File: src/rtl/seg_mapper_pkg.sv
package seg_mapper_pkg;
  localparam int LOG_W   = 16;
  localparam int NIB_W   = 4;
  localparam int SEG_W   = 8;
  localparam int REG_AW  = 2;
  localparam int OFF_W   = LOG_W - NIB_W;
  localparam int PHYS_W  = OFF_W + SEG_W;
  localparam int BOUND_W = 2 * NIB_W;

  localparam logic [REG_AW-1:0] SEL_BOUND = 2'd0;
  localparam logic [REG_AW-1:0] SEL_DATA  = 2'd1;
  localparam logic [REG_AW-1:0] SEL_STACK = 2'd2;
  localparam logic [REG_AW-1:0] SEL_WIN   = 2'd3;

  typedef enum logic [1:0] {
    ZONE_ROOT  = 2'd0,
    ZONE_DATA  = 2'd1,
    ZONE_STACK = 2'd2,
    ZONE_WIN   = 2'd3
  } zone_e;

  typedef struct packed {
    logic wrBound;
    logic wrData;
    logic wrStack;
    logic wrWin;
  } wrStrobe_t;
endpackage

File: src/rtl/seg_mapper_ctrl.sv
module seg_mapper_ctrl
  import seg_mapper_pkg::*;
(
  input  logic              regWrEn,
  input  logic [REG_AW-1:0] regAddr,
  output wrStrobe_t         strobe
);
  // register select decode
  always_comb begin
    strobe = '0;
    if (regWrEn) begin
      case (regAddr)
        SEL_BOUND: strobe.wrBound = 1'b1;
        SEL_DATA:  strobe.wrData  = 1'b1;
        SEL_STACK: strobe.wrStack = 1'b1;
        SEL_WIN:   strobe.wrWin   = 1'b1;
        default:   strobe = '0;
      endcase
    end
  end
endmodule

File: src/rtl/seg_mapper_zone.sv
module seg_mapper_zone
  import seg_mapper_pkg::*;
#(
  parameter int WIN_NIB = 14
) (
  input  logic [NIB_W-1:0]   pageNib,
  input  logic [BOUND_W-1:0] boundary,
  output zone_e              zone
);
  localparam logic [NIB_W-1:0] WIN_START = NIB_W'(WIN_NIB);

  logic [NIB_W-1:0] dataStart;
  logic [NIB_W-1:0] stackStart;

  assign dataStart  = boundary[NIB_W-1:0];
  assign stackStart = boundary[BOUND_W-1:NIB_W];

  // window, then stack, then data, then root
  always_comb begin
    if (pageNib >= WIN_START)       zone = ZONE_WIN;
    else if (pageNib >= stackStart) zone = ZONE_STACK;
    else if (pageNib >= dataStart)  zone = ZONE_DATA;
    else                            zone = ZONE_ROOT;
  end
endmodule

File: src/rtl/seg_mapper_dp.sv
module seg_mapper_dp
  import seg_mapper_pkg::*;
#(
  parameter int WIN_NIB = 14
) (
  input  logic               clk,
  input  logic               rstN,
  input  wrStrobe_t          strobe,
  input  logic [SEG_W-1:0]   wrData,
  input  logic [LOG_W-1:0]   logAddr,
  input  logic               ioBypass,
  input  zone_e              zone,
  output logic [BOUND_W-1:0] boundOut,
  output logic [PHYS_W-1:0]  physAddr
);
  localparam logic [NIB_W-1:0] WIN_START = NIB_W'(WIN_NIB);

  logic [BOUND_W-1:0] boundReg;
  logic [SEG_W-1:0]   dataSeg;
  logic [SEG_W-1:0]   stackSeg;
  logic [SEG_W-1:0]   winSeg;
  logic [SEG_W-1:0]   segSel;
  logic [SEG_W-1:0]   pageBase;
  logic [NIB_W-1:0]   pageNib;

  always_ff @(posedge clk or negedge rstN) begin
    if (!rstN) begin
      boundReg <= '0;
      dataSeg  <= '0;
      stackSeg <= '0;
      winSeg   <= '0;
    end else begin
      if (strobe.wrBound) boundReg <= wrData[BOUND_W-1:0];
      if (strobe.wrData)  dataSeg  <= wrData;
      if (strobe.wrStack) stackSeg <= wrData;
      if (strobe.wrWin)   winSeg   <= wrData;
    end
  end

  assign boundOut = boundReg;
  assign pageNib  = logAddr[LOG_W-1:OFF_W];

  always_comb begin
    case (zone)
      ZONE_DATA:  segSel = dataSeg;
      ZONE_STACK: segSel = stackSeg;
      ZONE_WIN:   segSel = winSeg;
      default:    segSel = '0;
    endcase
    if (ioBypass) segSel = '0;
  end

  assign pageBase = {{(SEG_W-NIB_W){1'b0}}, pageNib} + segSel;
  assign physAddr = {pageBase, logAddr[OFF_W-1:0]};

  assert_hold_R9: assert property (@(posedge clk) disable iff (!rstN)
    (strobe == '0) |=> $stable({boundReg, dataSeg, stackSeg, winSeg}));

  assert_win_write_R10: assert property (@(posedge clk) disable iff (!rstN)
    strobe.wrWin |=> (winSeg == $past(wrData)));

  assert_bypass_R7: assert property (@(posedge clk) disable iff (!rstN)
    ioBypass |-> (physAddr == {{(PHYS_W-LOG_W){1'b0}}, logAddr}));

  assert_window_R2: assert property (@(posedge clk) disable iff (!rstN)
    (!ioBypass && pageNib >= WIN_START) |->
      (physAddr[PHYS_W-1:OFF_W] == SEG_W'({{(SEG_W-NIB_W){1'b0}}, pageNib} + winSeg)));

  assert_stack_prio_R8: assert property (@(posedge clk) disable iff (!rstN)
    (!ioBypass && pageNib < WIN_START && pageNib >= boundReg[BOUND_W-1:NIB_W]) |->
      (physAddr[PHYS_W-1:OFF_W] == SEG_W'({{(SEG_W-NIB_W){1'b0}}, pageNib} + stackSeg)));

  assert_root_R5: assert property (@(posedge clk) disable iff (!rstN)
    (!ioBypass && pageNib < boundReg[NIB_W-1:0] && pageNib < boundReg[BOUND_W-1:NIB_W]) |->
      (physAddr == {{(PHYS_W-LOG_W){1'b0}}, logAddr}));
endmodule

File: src/rtl/seg_mapper.sv
module seg_mapper
  import seg_mapper_pkg::*;
#(
  parameter int WIN_NIB = 14
) (
  input  logic              clk,
  input  logic              rstN,
  input  logic              regWrEn,
  input  logic [REG_AW-1:0] regAddr,
  input  logic [SEG_W-1:0]  regWrData,
  input  logic [LOG_W-1:0]  logAddr,
  input  logic              ioBypass,
  output logic [PHYS_W-1:0] physAddr
);
  wrStrobe_t          strobe;
  zone_e              zone;
  logic [BOUND_W-1:0] boundary;

  seg_mapper_ctrl i_ctrl (
    .regWrEn (regWrEn),
    .regAddr (regAddr),
    .strobe  (strobe)
  );

  seg_mapper_zone #(.WIN_NIB(WIN_NIB)) i_zone (
    .pageNib  (logAddr[LOG_W-1:OFF_W]),
    .boundary (boundary),
    .zone     (zone)
  );

  seg_mapper_dp #(.WIN_NIB(WIN_NIB)) i_dp (
    .clk      (clk),
    .rstN     (rstN),
    .strobe   (strobe),
    .wrData   (regWrData),
    .logAddr  (logAddr),
    .ioBypass (ioBypass),
    .zone     (zone),
    .boundOut (boundary),
    .physAddr (physAddr)
  );
endmodule

File: config.mk
export PLATFORM = sky130hd
export DESIGN_NAME = seg_mapper
export DESIGN_NICKNAME = d
export VERILOG_FILES = /design/src/rtl/seg_mapper_pkg.sv /design/src/rtl/seg_mapper_ctrl.sv /design/src/rtl/seg_mapper_zone.sv /design/src/rtl/seg_mapper_dp.sv /design/src/rtl/seg_mapper.sv
export SDC_FILE = /design/constraint.sdc
export NUM_CORES = 1
export LEC_CHECK = 0
export CORE_MARGIN = 10
export CORE_UTILIZATION = 49
export CTS_CLUSTER_DIAMETER = 60
export DETAILED_ROUTE_END_ITERATION = 7
export GPL_TIMING_DRIVEN = 0
export PLACE_DENSITY = 0.8
export SLEW_MARGIN = 20
export SYNTH_ARGS = -nofsm -noshare
export SYNTH_HDL_FRONTEND = slang
export SYNTH_SLANG_ARGS = --single-unit
File: constraint.sdc
create_clock -name clk -period 4.9 [get_ports clk]
set_input_delay 0.735 -clock clk [delete_from_list [all_inputs] [get_ports clk]]
set_output_delay 0.735 -clock clk [all_outputs]
set_load 0.05 [all_outputs]
# Word level (Yosys, flattened, before mapping)
# Index checks and enable logic that the tools add are counted.
# word_totals
register_bits	32
word_cells	25
out_inout_bits	20
inputBits	30
# classes
n_reduce_logical	1
order_cmp	3
n_addsub	1
muxes	10
eq_ne	6
# op_table
op	count
8-bit one-hot mux with 3 select lines	1
4-bit by 8-bit adder with 8-bit output	1
2-bit == test, second input constant	4
4-bit greater-or-equal comparator	2
8-bit 2-to-1 mux	1
1-bit 2-to-1 mux	5
2-bit by 1-bit == test with 1-bit output, second input constant	2
4-bit greater-or-equal comparator, second input constant	1
2-bit 2-to-1 mux	2
4-bit 2-to-1 mux	1
2-bit zero test	1

# Depth between registers and ports, before layout
# depth
ltp_word	8
depth_mapped	16
ltp_nobuf	16

# Modules after synthesis
# A second synthesis with hierarchy kept.
# unflattened
hier_cells	167
area_unflattened_um2	1939.4
# modules_own_cells
mod	cells_per_inst	seq_area_each_um2	instances	area_per_inst_um2
seg_mapper_dp	137	800.8	1	1701.6
seg_mapper_zone	26	0.0	1	200.2
seg_mapper_ctrl	4	0.0	1	37.5

# Least setup slack after synthesis
# Ideal clock, no wire load.
# synth_path
kind	input -> output
from	input logAddr[12]
to	output physAddr[19]
cell_stages	15
slack_ns	0.205
arrival_time_ns	3.960
n_path_buf	0
cell_sequence	inv_1 > ha_1 > nand2b_4 > a2111o_1 > and3_4 > a221o_1 > o21ai_2 > nor2_1 > ha_1 > a21oi_1 > o21ai_0 > o22ai_1 > a21oi_1 > nand3b_1 > mux2i_1
# synth_via
elab_chain_cells	8
# synth_rtl
element	line_no	text
from (decl)	seg_mapper.sv:11	input logic [LOG_W-1:0] logAddr,
4-bit greater-or-equal comparator	seg_mapper_zone.sv:22	else if (pageNib >= dataStart) zone = ZONE_DATA;
1-bit 2-to-1 mux	seg_mapper_zone.sv:22	
2-bit 2-to-1 mux	seg_mapper_zone.sv:21	else if (pageNib >= stackStart) zone = ZONE_STACK;
2-bit 2-to-1 mux	seg_mapper_zone.sv:20	if (pageNib >= WIN_START) zone = ZONE_WIN;
2-bit == test or 2-bit by 1-bit == test with 1-bit output (tied branches)	seg_mapper_dp.sv:44	case (zone)
8-bit one-hot mux with 3 select lines	seg_mapper_dp.sv:44	
8-bit 2-to-1 mux	seg_mapper_dp.sv:50	if (ioBypass) segSel = '0;
4-bit by 8-bit adder with 8-bit output *	seg_mapper_dp.sv:53	assign pageBase = {{(SEG_W-NIB_W){1'b0}}, pageNib} + segSel;
to (decl)	seg_mapper.sv:13	output logic [PHYS_W-1:0] physAddr
# Mark *: on every way between the ends. The rest lies on a longest branch, timed or not.

# Worst setup path in the final report
# layout_path
from	input logAddr[12]
to	output physAddr[18]
# Same word-level chain as after synthesis.

==> impl_metrics.xml <==
<?xml version="1.0" encoding="UTF-8"?>
<metrics>
  <group name="clocking">
    <metric name="clk_pin_slew" unit="ns">0.06</metric>
    <metric name="cts.root.buffer_cell" unit="">clkbuf_8</metric>
    <metric name="ctsHtreeMaxLevel" unit="">2</metric>
    <metric name="number_of_clock_buffers_inserted_by_tritoncts" unit="">5</metric>
    <metric name="worst_skew_pair.late_latency" unit="ns">0.28</metric>
    <metric name="cts_tree" unit="">done</metric>
    <metric name="cts.path.max_buffers" unit="">2</metric>
    <metric name="holdBufCountCts" unit="">0</metric>
    <metric name="cts_num_sinks" unit="">32</metric>
  </group>
  <group name="sta">
    <metric name="grt_setup_unrepaired" unit="">false</metric>
    <metric name="timing.clock.skew" unit="ns">0</metric>
    <metric name="max_freq" unit="MHz">215</metric>
    <metric name="timing.setup.tns" unit="ns">0</metric>
    <metric name="min_period" unit="ns">4.64</metric>
    <metric name="max_slew_margin" unit="">0.532</metric>
    <metric name="final_min_period_over_clock_period" unit="">0.948</metric>
    <metric name="finalHoldViolCount" unit="">0</metric>
    <metric name="maxSlewViolCount" unit="">0</metric>
    <metric name="setup_viol" unit="">0</metric>
    <metric name="actual_transition_at_the_worst_max_transition_pin" unit="ns">0.703</metric>
    <metric name="final.hold.worst_slack" unit="ns">0.492</metric>
  </group>
  <group name="yosys">
    <metric name="dominant_register_cell_in_the_synthesized_netlist" unit="">dfrtp_1</metric>
    <metric name="ys_seq_elements" unit="">32</metric>
    <metric name="synthesis.nets" unit="">229</metric>
    <metric name="ys_async_sr_fraction" unit="">1.00</metric>
    <metric name="syn_avg_cell_area" unit="um2">10.4</metric>
    <metric name="yosysWarnings" unit="">0</metric>
    <metric name="synth_cell_type_count" unit="">37</metric>
    <metric name="syn-instance-count" unit="">186</metric>
    <metric name="yosysSeqAreaShare" unit="">0.413</metric>
    <metric name="synthesis.area" unit="mm2">0.00194</metric>
    <metric name="synth_edf_count" unit="">0</metric>
  </group>
  <group name="floorplan">
    <metric name="placementRows" unit="">22</metric>
    <metric name="die_width" unit="um">82.9</metric>
    <metric name="floorplan.die_area" unit="mm2">0.00688</metric>
    <metric name="core_area" unit="mm2">0.00374</metric>
    <metric name="floorplan.initialDensity" unit="">0.518</metric>
    <metric name="ios" unit="">50</metric>
    <metric name="die_h" unit="um">82.9</metric>
  </group>
  <group name="detailed_routing">
    <metric name="wl_per_cell" unit="um">17.4</metric>
    <metric name="dr_total_vias" unit="">1596</metric>
    <metric name="finalWirelength" unit="um">4970</metric>
    <metric name="initialDrtViolationCount" unit="">143</metric>
    <metric name="avgViaCountPerCell" unit="">5.60</metric>
    <metric name="antenna_left" unit="">0</metric>
    <metric name="drt_pre_antenna_iters" unit="">4</metric>
    <metric name="post-route-drc-count" unit="">0</metric>
  </group>
  <group name="power">
    <metric name="max_rail_drop_vdd" unit="mV">0.307</metric>
    <metric name="cellPowerDensity" unit="mW/mm2">388</metric>
    <metric name="p_leak" unit="nW">1.18</metric>
  </group>
  <group name="cells_and_area">
    <metric name="layout_common_cells" unit="">dfrtp_1, mux2_2, clkdlybuf4s50_1, buf_4, nand2_1</metric>
    <metric name="final_non_filler_cells" unit="">285</metric>
    <metric name="area_delta_synth_final" unit="%">34.9</metric>
    <metric name="nNetsFinal" unit="">279</metric>
    <metric name="diodes" unit="">0</metric>
    <metric name="fillerInstances" unit="">291</metric>
    <metric name="post_route_cells_drive_above_1_share" unit="">0.333</metric>
    <metric name="layout_commonest_cell" unit="">dfrtp_1</metric>
  </group>
  <group name="place">
    <metric name="numPlacedInstances" unit="">271</metric>
    <metric name="dp_hpwl" unit="um">3560</metric>
    <metric name="gpl.final_weighted_congestion" unit="">0.838</metric>
    <metric name="port_buffer_count" unit="">37</metric>
  </group>
  <group name="grt">
    <metric name="pin_count_of_the_biggest_net_entering_global_routing" unit="">33</metric>
    <metric name="grt_pass1_wl" unit="um">7820</metric>
    <metric name="gr-total-overflow" unit="">0</metric>
    <metric name="antenna_found_initial" unit="">0</metric>
    <metric name="grt_pass1_vias" unit="">1580</metric>
    <metric name="grtUsageTotal" unit="">0.137</metric>
  </group>
  <group name="worst_setup_path">
    <metric name="crit_arrival" unit="ns">3.91</metric>
    <metric name="r2r_cells" unit="">1</metric>
    <metric name="required" unit="ns">4.16</metric>
    <metric name="critical_setup_path_kind" unit="">input pin to output port</metric>
    <metric name="timing.critical_path.from_type" unit="">input pin</metric>
    <metric name="cp-end-kind" unit="">output port</metric>
    <metric name="critical_path_peak_fanout" unit="">4</metric>
  </group>
  <group name="min_path">
    <metric name="hp-class" unit="">input pin to asynchronous set/reset pin</metric>
  </group>
  <group name="run">
    <metric name="cap_viol_max_count" unit="">0</metric>
  </group>
  <group name="status">
    <metric name="status" unit="">finished clean</metric>
  </group>
</metrics>
[repair_timing]
action	CTS	global route
gates resized for setup	32	14
pin swaps	5	10
setup buffers	3	3
endpoints found under the setup margin	7	7
[per-layer routing]
layer  up-vias  share of wire  global-route usage
met4         0          0.011              0.0492
met1       774           0.43               0.162
met2        60           0.50               0.223
met5         -              0                   0
met3         7          0.064              0.0449
li1        755              -                   -
[flip-flops by register name, summed over array words and instances (netlist names)]
name	flops
i_dp.winSeg	8
i_dp.boundOut	8
i_dp.dataSeg	8
i_dp.stackSeg	8
[Yosys cell counts (all sizes together) (2+ instances only)]
cell type,instances,share of area
a21o,2,0.0077
a21oi,14,0.036
a221oi,3,0.014
and3,3,0.013
buf,13,0.052
clkbuf,2,0.0039
dfrtp,32,0.41
ha,12,0.077
inv,11,0.021
mux2,26,0.15
nand2,13,0.025
nand2b,3,0.014
nand3,4,0.010
nand3b,3,0.012
nand4,4,0.013
nor2,10,0.019
nor3,3,0.0077
nor3b,2,0.0077
o21ai,12,0.035
xnor2,2,0.0090
[worst paths after layout]
path,start,to,slack [ns]
max,logAddr[12],physAddr[18],0.26
min,rstN,i_dp.winSeg[3],0.49
max reg2reg,i_dp.winSeg[4],i_dp.winSeg[4],4.08
min reg2reg,i_dp.dataSeg[6],i_dp.dataSeg[6],0.50
max in group asynchronous,rstN,i_dp.stackSeg[6],3.96
min in group clk,i_dp.dataSeg[6],i_dp.dataSeg[6],0.50
[layout make-up]
cell class	instances	area, um2	share of cell area
multi-input cells	128	1070	0.409
plain buffers	15	109	0.0416
repair buffers	43	410	0.157
clock inverters	1	30.0	0.0115
flip-flops and latches	32	801	0.306
inverters	11	41.3	0.0158
clock buffers	7	96.3	0.0368
well taps	48	60.1	0.0229
[cell families after synthesis]
| group | count (synthesis) | synth area share |
|---|---|---|
| buffers and inverters | 26 | 0.0774 |
| adders and majority gates | 13 | 0.0877 |
| DFF | 32 | 0.413 |
| xor gates and xnor gates | 3 | 0.0135 |
| muxes | 27 | 0.156 |
| AOI/OAI and AO/OA | 39 | 0.127 |
| and+or+nand+nor | 46 | 0.126 |
[critical path: stages]
cell	delay [ns]
dlymetal6s2s_1	0.12
inv_1	0.07
ha_1	0.30
nand2b_4	0.14
a2111o_1	0.48
and3_4	0.24
a221o_1	0.31
o21ai_2	0.10
nand2b_1	0.17
fa_2	0.22
inv_1	0.04
a21o_1	0.17
a21oi_2	0.19
a211oi_2	0.07
a211o_1	0.31
nand2_1	0.08
buf_6	0.16
[stage by stage]
| step | total power (W) | utilization | worst slack [ns] | instance area [um2] |
|---|---|---|---|---|
| final | 0.00102 | 0.699 | 0.257 | 2620 |
| after CTS | 0.000994 | 0.675 | -0.0749 | 2530 |
| after floorplan | 0.000597 | - | 0.205 | 1940 |
| after global routing | 0.00107 | 0.699 | 0.114 | 2620 |
| after detailed placement | 0.000710 | 0.632 | -0.847 | 2370 |
| after global placement | 0.000702 | 0.633 | -0.839 | 2370 |
[power breakdown]
part           total, W  leakage [nW]  internal, W  switching [W]
Sequential     0.000341         0.381     0.000313      0.0000273
Combinational  0.000401         0.732     0.000170       0.000231
Clock          0.000275        0.0645     0.000179      0.0000953
No activity file was read; power rests on OpenSTA's default activity.
